--- src/rtl/ovl_pkg.sv ---
package ovl_pkg;

    // Overload threshold: 0.8748 of 2^(w-1), rounded to nearest
    function automatic longint thr_code(input int w);
        return ((longint'(1) << (w - 1)) * 8748 + 5000) / 10000;
    endfunction

    // Per-channel overload indications
    typedef struct packed {
        logic left;
        logic right;
    } ovl_hit_t;

    typedef enum logic {
        ST_CLEAR = 1'b0,
        ST_HELD  = 1'b1
    } ovl_state_e;

endpackage

--- src/rtl/ovl_mag_cmp.sv ---
module ovl_mag_cmp #(
    parameter int SAMPLE_W = 24,
    parameter logic [SAMPLE_W-1:0] THR = '0
) (
    input  logic signed [SAMPLE_W-1:0] sample,
    output logic                       over
);
    logic [SAMPLE_W-1:0] mag;

    // Magnitude in unsigned W bits; the most negative code maps to 2^(W-1)
    always_comb begin
        if (sample[SAMPLE_W-1])
            mag = (~$unsigned(sample)) + 1'b1;
        else
            mag = $unsigned(sample);
        over = (mag > THR);
    end
endmodule

--- src/rtl/ovl_hold_timer.sv ---
module ovl_hold_timer
    import ovl_pkg::*;
#(
    parameter int HOLD_SAMPLES = 512
) (
    input  logic clk,
    input  logic rst,
    input  logic strobe,
    input  logic hit,
    output logic flag
);
    localparam int CNT_W = $clog2(HOLD_SAMPLES + 1);
    localparam logic [CNT_W-1:0] HOLD_LD = CNT_W'(HOLD_SAMPLES);

    logic [CNT_W-1:0] cnt;
    ovl_state_e       state;

    always_ff @(posedge clk) begin
        if (rst) begin
            cnt   <= '0;
            state <= ST_CLEAR;
        end else if (strobe) begin
            if (hit) begin
                cnt   <= HOLD_LD;
                state <= ST_HELD;
            end else if (cnt != '0) begin
                cnt <= cnt - 1'b1;
                if (cnt == CNT_W'(1))
                    state <= ST_CLEAR;
            end
        end
    end

    assign flag = (state == ST_HELD);

    AST_RISE_ON_HIT: assert property (@(posedge clk) disable iff (rst)
        strobe && hit |=> flag);
    AST_RELOAD_FULL: assert property (@(posedge clk) disable iff (rst)
        strobe && hit |=> cnt == HOLD_LD);
    AST_IDLE_FROZEN: assert property (@(posedge clk) disable iff (rst)
        !strobe |=> $stable(cnt) && $stable(flag));
    AST_FALL_ON_STB: assert property (@(posedge clk) disable iff (rst)
        $fell(flag) |-> $past(strobe) && !$past(hit));
    AST_CNT_BOUND: assert property (@(posedge clk) disable iff (rst)
        cnt <= HOLD_LD);
endmodule

--- src/rtl/ovl_detect.sv ---
module ovl_detect
    import ovl_pkg::*;
#(
    parameter int SAMPLE_W     = 24,
    parameter int HOLD_SAMPLES = 512
) (
    input  logic                       clk,
    input  logic                       rst,
    input  logic                       smp_stb,
    input  logic signed [SAMPLE_W-1:0] smp_left,
    input  logic signed [SAMPLE_W-1:0] smp_right,
    output logic                       ovl_flag
);
    localparam longint THR_L = thr_code(SAMPLE_W);
    localparam logic [SAMPLE_W-1:0] THR = SAMPLE_W'(THR_L);
    localparam logic signed [SAMPLE_W-1:0] MOST_NEG =
        {1'b1, {(SAMPLE_W-1){1'b0}}};

    logic signed [SAMPLE_W-1:0] ch_smp [2];
    logic [1:0]                 ch_over;
    ovl_hit_t                   hits;
    logic                       any_hit;

    assign ch_smp[0] = smp_left;
    assign ch_smp[1] = smp_right;

    for (genvar c = 0; c < 2; c++) begin : g_chan
        ovl_mag_cmp #(
            .SAMPLE_W (SAMPLE_W),
            .THR      (THR)
        ) u_cmp (
            .sample (ch_smp[c]),
            .over   (ch_over[c])
        );
    end

    assign hits    = '{left: ch_over[0], right: ch_over[1]};
    assign any_hit = hits.left | hits.right;

    ovl_hold_timer #(
        .HOLD_SAMPLES (HOLD_SAMPLES)
    ) u_timer (
        .clk    (clk),
        .rst    (rst),
        .strobe (smp_stb),
        .hit    (any_hit),
        .flag   (ovl_flag)
    );

    AST_MOST_NEG_TRIPS: assert property (@(posedge clk) disable iff (rst)
        smp_stb && (smp_left == MOST_NEG || smp_right == MOST_NEG)
        |=> ovl_flag);
    AST_EDGE_QUIET: assert property (@(posedge clk) disable iff (rst)
        smp_stb && !ovl_flag
        && smp_left  == $signed(THR) && smp_right == -$signed(THR)
        |=> !ovl_flag);
endmodule

--- config.mk ---
export PLATFORM = sky130hd
export DESIGN_NAME = ovl_detect
export DESIGN_NICKNAME = d
export VERILOG_FILES = /design/src/rtl/ovl_pkg.sv /design/src/rtl/ovl_mag_cmp.sv /design/src/rtl/ovl_hold_timer.sv /design/src/rtl/ovl_detect.sv
export SDC_FILE = /design/constraint.sdc
export NUM_CORES = 1
export LEC_CHECK = 0
export ABC_AREA = 1
export BUFFER_PORTS_ARGS = -buffer_cell sky130_fd_sc_hd__buf_2
export CAP_MARGIN = 20
export CORE_ASPECT_RATIO = 1.25
export CORE_MARGIN = 3
export CORE_UTILIZATION = 30
export CTS_CLUSTER_SIZE = 40
export DETAILED_ROUTE_END_ITERATION = 6
export GPL_ROUTABILITY_DRIVEN = 0
export PLACE_DENSITY = 0.56
export SETUP_SLACK_MARGIN = 0.2
export SYNTH_ARGS = -nofsm -noshare
export SYNTH_HDL_FRONTEND = slang
export SYNTH_SLANG_ARGS = --single-unit
--- constraint.sdc ---
create_clock -name clk -period 5.07 [get_ports clk]
set_clock_uncertainty 0.15 [all_clocks]
set_input_delay 0.507 -clock clk [delete_from_list [all_inputs] [get_ports clk]]
set_output_delay 0.507 -clock clk [all_outputs]
set_load 0.01 [all_outputs]
# Word level (Yosys, flattened, before mapping)
# Index checks and enable logic that the tools add are counted.
[totals]
word_cells = 23
regBits = 11
output_inout_bits = 1
inputBits = 51
[classes]
add_sub_neg = 3
n_eq_ne = 1
n_reduce_logical = 5
muxes = 7
bitwise_logic = 3
n_lt_le_gt_ge = 2
[op_table]
columns = ["op", "count"]
rows = [
  ["$add A24 B1 Y24 const B", 2],
  ["$gt A24 B23 Y1 const B", 2],
  ["$mux W24", 2],
  ["$not A24 Y24", 2],
  ["$mux W10", 2],
  ["$eq A10 B1 Y1 const B", 1],
  ["$reduce_bool A10 Y1", 1],
  ["$sub A10 B1 Y10 const B", 1],
  ["$reduce_bool A2 Y1", 2],
  ["$mux W1", 3],
  ["$reduce_and A3 Y1", 1],
  ["$reduce_and A2 Y1", 1],
  ["$or A1 B1 Y1", 1],
]

# Longest topological paths before layout
[logic_depth]
word_depth = 7
ltp_mapped = 22
mapped_depth_nobuf = 22

# By module
# From an unflattened synthesis, not the netlist that was laid out.
[unflattened]
cells_unflattened = 492
area_unflattened_um2 = 2544.9
[modules_own_cells]
columns = ["module", "cells_each", "n_inst", "seq_area_each_um2", "area_each_um2"]
rows = [
  ["ovl_mag_cmp", 195, 2, 0.0, 947.2],
  ["ovl_hold_timer", 99, 1, 220.2, 639.4],
  ["ovl_detect", 3, 1, 0.0, 11.3],
]

# Least setup slack after synthesis
# Ideal clock, no wire load.
[synth_timing]
path_kind = "input to register"
start = "input port smp_left[0]"
end = "register u_timer.cnt[1]"
setup_time_ps = 123
cell_stages = 20
path_buffers = 1
slack_ps = 2587
required_ps = 4797
arrival_time_ps = 2210
path_cell_list = "inv_1 ha_1 nand2_1 nor2_4 nand2_2 nand2_4 nand3_1 nand2_1 nand3_1 nor2_2 nand2_1 nor2_1 nor2_1 nand2_1 nand2_2 nand3_2 nand2_2 buf_6 o21ai_2 nor2_2"
[synth_via]
elab_chain_cells = 7
elab_cells_between_ends = 8
cone_classes = "add/sub (1); order compare (1); mux (2); bitwise (2); reduce/logical (2)"
[synth_lines]
columns = ["item", "line", "rtl"]
rows = [
  ["from (decl)", "ovl_detect.sv:10", "input logic signed [SAMPLE_W-1:0] smp_left,"],
  ["$not A24 Y24", "ovl_mag_cmp.sv:13", "mag = (~$unsigned(sample)) + 1'b1;"],
  ["$add A24 B1 Y24", "ovl_mag_cmp.sv:13", ""],
  ["$mux W24 (*)", "ovl_mag_cmp.sv:12", "if (sample[SAMPLE_W-1])"],
  ["$gt A24 B23 Y1 (*)", "ovl_mag_cmp.sv:16", "over = (mag > THR);"],
  ["$or A1 B1 Y1 (*)", "ovl_detect.sv:38", "assign any_hit = hits.left | hits.right;"],
  ["$reduce_bool A2 Y1 (no line)", "--", ""],
  ["$reduce_and A2 Y1 (no line)", "--", ""],
  ["to (signal assigned)", "ovl_hold_timer.sv:27", "cnt <= cnt - 1'b1;"],
  ["to (decl)", "ovl_hold_timer.sv:15", "logic [CNT_W-1:0] cnt;"],
]
# Mark *: on every way between the ends. The rest lies on a longest branch, timed or not.
# A chain may end at the register's enable or synchronous reset.

# Worst setup path after layout
[layout_timing]
start = "input port smp_left[0]"
end = "register u_timer.cnt[3]"
# The elaborated chain is that of the path after synthesis.

==> results.txt <==
----------------------------------------------------
[STA]
  Max-slew violations ... 0
  Achievable Freq ... 369 MHz
  Final Critical Period ... 2.71 ns
  Number of hold violations in the final report ... 0
  RSZ-0062 raised after global routing ... false
  Count of endpoints failing setup in the final report ... 0
  Transition time at the pin with the least slew margin ... 0.530 ns
  Slew Limit Headroom ... 0.647
  Share of the cycle needed by the critical path after routing ... 0.535
  Setup tns final ... 0 ns

[Placement]
  Dpl cells ... 637
  Hpwl dp ... 5.79 mm
  PortBufs ... 51

[Global routing]
  Congestion Overflow GR ... 0
  Met3 usage in global routing ... 0.00756
  Met1 track demand over resource in global routing ... 0.177
  Met2 usage ... 0.275
  Global-route wire length before repair ... 11.7 mm
  Initial antenna violation count ... 0
  GR Util All Layers ... 0.143
  Busiest layer in global routing ... met2
  Maximum number of pins on one net before global-route repair ... 32
  Number of global-route vias before repair ... 2779

[Yosys]
  Sequential cell area fraction in the yosys report ... 0.0865
  Share of synthesized registers carrying an async set or reset ... 0
  Number of enable flip-flop cells after synthesis ... 0
  Top cell types by occurrence after synthesis ... sky130_fd_sc_hd__nand2_1, sky130_fd_sc_hd__nor2_1, sky130_fd_sc_hd__inv_1
  Library cells used by synthesis ... 31
  Cell with the most instances after synthesis ... sky130_fd_sc_hd__nand2_1
  Count of yosys warnings during synthesis ... 0
  Fraction of synthesized cell area taken by the top area cell type ... 0.236
  Cell count after synthesis ... 499
  Synthesized area divided by synthesized cell count ... 5.10 sq um
  Flip-flop cell with the highest count after synthesis ... sky130_fd_sc_hd__dfxtp_1
  Cell area after synthesis ... 2540 sq um
  Flops & latches, synth ... 11
  Net Count, Synth ... 556
  Biggest area consumer among synthesized cells ... sky130_fd_sc_hd__nand2_1
  Area contributors post-synth ... sky130_fd_sc_hd__nand2_1, sky130_fd_sc_hd__nor2_1, sky130_fd_sc_hd__nand3_1

[Critical path]
  Worst Reg2Reg Path Length in Cells ... 9
  Crit-path slowest cell ... sky130_fd_sc_hd__ha_1
  Crit path from ... smp_left[0]
  Launching point of the worst reg2reg path ... u_timer.cnt[0]$_SDFFE_PP0P_
  Crit-path max FO ... 11
  Required @ worst endpoint ... 5.06 ns
  Library cell appearing most often on the critical path ... sky130_fd_sc_hd__nand2_1
  Startpoint class of the critical path ... input pin
  Chain of cells forming the critical path ... buf_2, inv_1, ha_1, nand2_1, nor2_4, nand2_2, nand2_4, nand3_1, nand2_1, nand3_1, nor2_2, nand2_1, nor2_1, nor2_1, nand2_1, nand2_2, nand3_2, nand2_2, inv_1, nand2_1, nand2_1, nor2_1
  Endpoint type of the worst setup path ... flip-flop
  Type of the setup path with the least slack ... input pin to flip-flop
  Max incr delay on CP ... 0.21 ns
  Arr. time, crit path ... 2.70 ns

[Clocking]
  Worst-skew pair later-pin latency ... 0.24 ns
  CTS sink cnt ... 11
  Hold-fix buffers at CTS ... 0
  CTS clk-pin slew, worst paths ... 0.05 ns
  Clock tree from TritonCTS ... built
  CTS Buffer Depth ... 2
  CTS H-tree depth ... 1
  Post-cts sizing count ... 0
  Clock Tree Root ... sky130_fd_sc_hd__clkbuf_8
  Post-CTS setup buffer count ... 0
  Total clock buffers created by CTS ... 3

[Detailed routing]
  DRT antenna net count ... 0
  Average wire per cell in the routed design ... 10.6 microns
  Total wire length after detailed routing ... 6.79 mm
  Overall via count from detail_route ... 3071
  Count of unresolved DRC violations after routing ... 0
  Detail-routed via count per cell ... 4.79
  Detailed router's first-iteration violation count ... 154
  Detailed Routing Iterations Pass 1 ... 4

[Outcome]
  Status ... finished, final reports clean

[Final layout]
  Number of filler instances in the final layout ... 922
  Ratio of cells with drive above 1 in the final layout ... 0.170
  Area growth from synthesis to final layout ... 14.6%
  Nets ... 604
  Layout Cells excl Fill ... 641
  Number of diodes added for antenna fixing ... 0

[Die]
  Ports ... 52
  Core area ... 8020 sq um
  Die Width ... 88.4 microns
  Height of the chip ... 109 microns
  Starting Density ... 0.317
  Standard-cell row count ... 36
  Die footprint ... 9630 sq um

[Power and ir drop]
  Pwr dens ... 201 nW/um^2
  Max rail drop VDD ... 0.0983 mV
  Leakage ... 0.00151 uW

[Worst hold path]
  Number of cells on the worst hold path ... 2
  Classification of the worst-slack hold path ... flip-flop to flip-flop
  HP Start ... u_timer.flag$_SDFFE_PP0P_

[Flow run]
  Max-cap viol count ... 0

----------------------------------------------------
-- path summary, 6_finish.rpt --
kind              slack [ns]                     endpoint
setup / recovery        2.36  u_timer.cnt[3]$_SDFFE_PP0P_
hold / removal          0.31    u_timer.flag$_SDFFE_PP0P_
setup reg to reg        2.92  u_timer.cnt[6]$_SDFFE_PP0P_
hold reg to reg         0.31    u_timer.flag$_SDFFE_PP0P_
-- flip-flops by register name, indices dropped and copies added, names as in the netlist --
name	cells
u_timer.cnt	10
u_timer.flag	1
-- report_power, final --
part,internal [uW],total [uW],switching (uW)
combinational,138,358,220
clock,55.2,87.9,32.7
sequential,113,139,26.9
-- cell families after synthesis --
group | after synthesis | share of synthesized area
flops | 11 | 0.0865
xor+xnor | 19 | 0.0654
fa+ha+maj | 6 | 0.0295
buf+inv | 71 | 0.112
simple gates | 351 | 0.616
compound gates | 41 | 0.0905
-- stage by stage --
stage	instance area [sq um]	util	total power [uW]	setup slack, ns	hold slack [ns]
after detailed placement	2870	0.358	496	2.11	0.305
after global routing	2920	0.364	652	2.05	0.356
after floorplan	2540	-	415	2.59	0.316
after global placement	2870	0.358	492	2.14	0.298
after CTS	2920	0.364	586	2.36	0.314
final	2920	0.364	585	2.36	0.308
-- routing by layer --
metal | vias to the layer above | share of wire
met3 | 7 | 0.039
met2 | 71 | 0.51
met1 | 1323 | 0.44
met4 | 0 | 0.0068
met5 | - | 0
li1 | 1670 | -
-- cell usage in the layout (no fill, tap or decap), drive strengths merged --
cell type    n
nand2      173
nor2        98
inv         63
nand3       52
buf         51
o21ai       25
xor2        17
a21oi       13
nand4       12
dfxtp       11
nand3b       9
ha           6
nor3         5
clkbuf       4
nor4         2
xnor2        2
o31ai        1
a21boi       1
o22ai        1
-- worst max-delay path: cells and delay by family --
| kind | cells | cell delay (ns) |
|---|---|---|
| adders and majority gates | 1 | 0.21 |
| buffers and inverters | 3 | 0.38 |
| and+or+nand+nor | 18 | 1.59 |
-- layout make-up --
class	instances	area [sq um]	share of cell area
inverter	63	236	0.0811
clock buffer	4	45.0	0.0155
timing repair buffer	51	255	0.0876
multi-input combinational	417	2040	0.700
tap	95	119	0.0408
sequential	11	220	0.0755
Power figures use the tool's default switching activity.
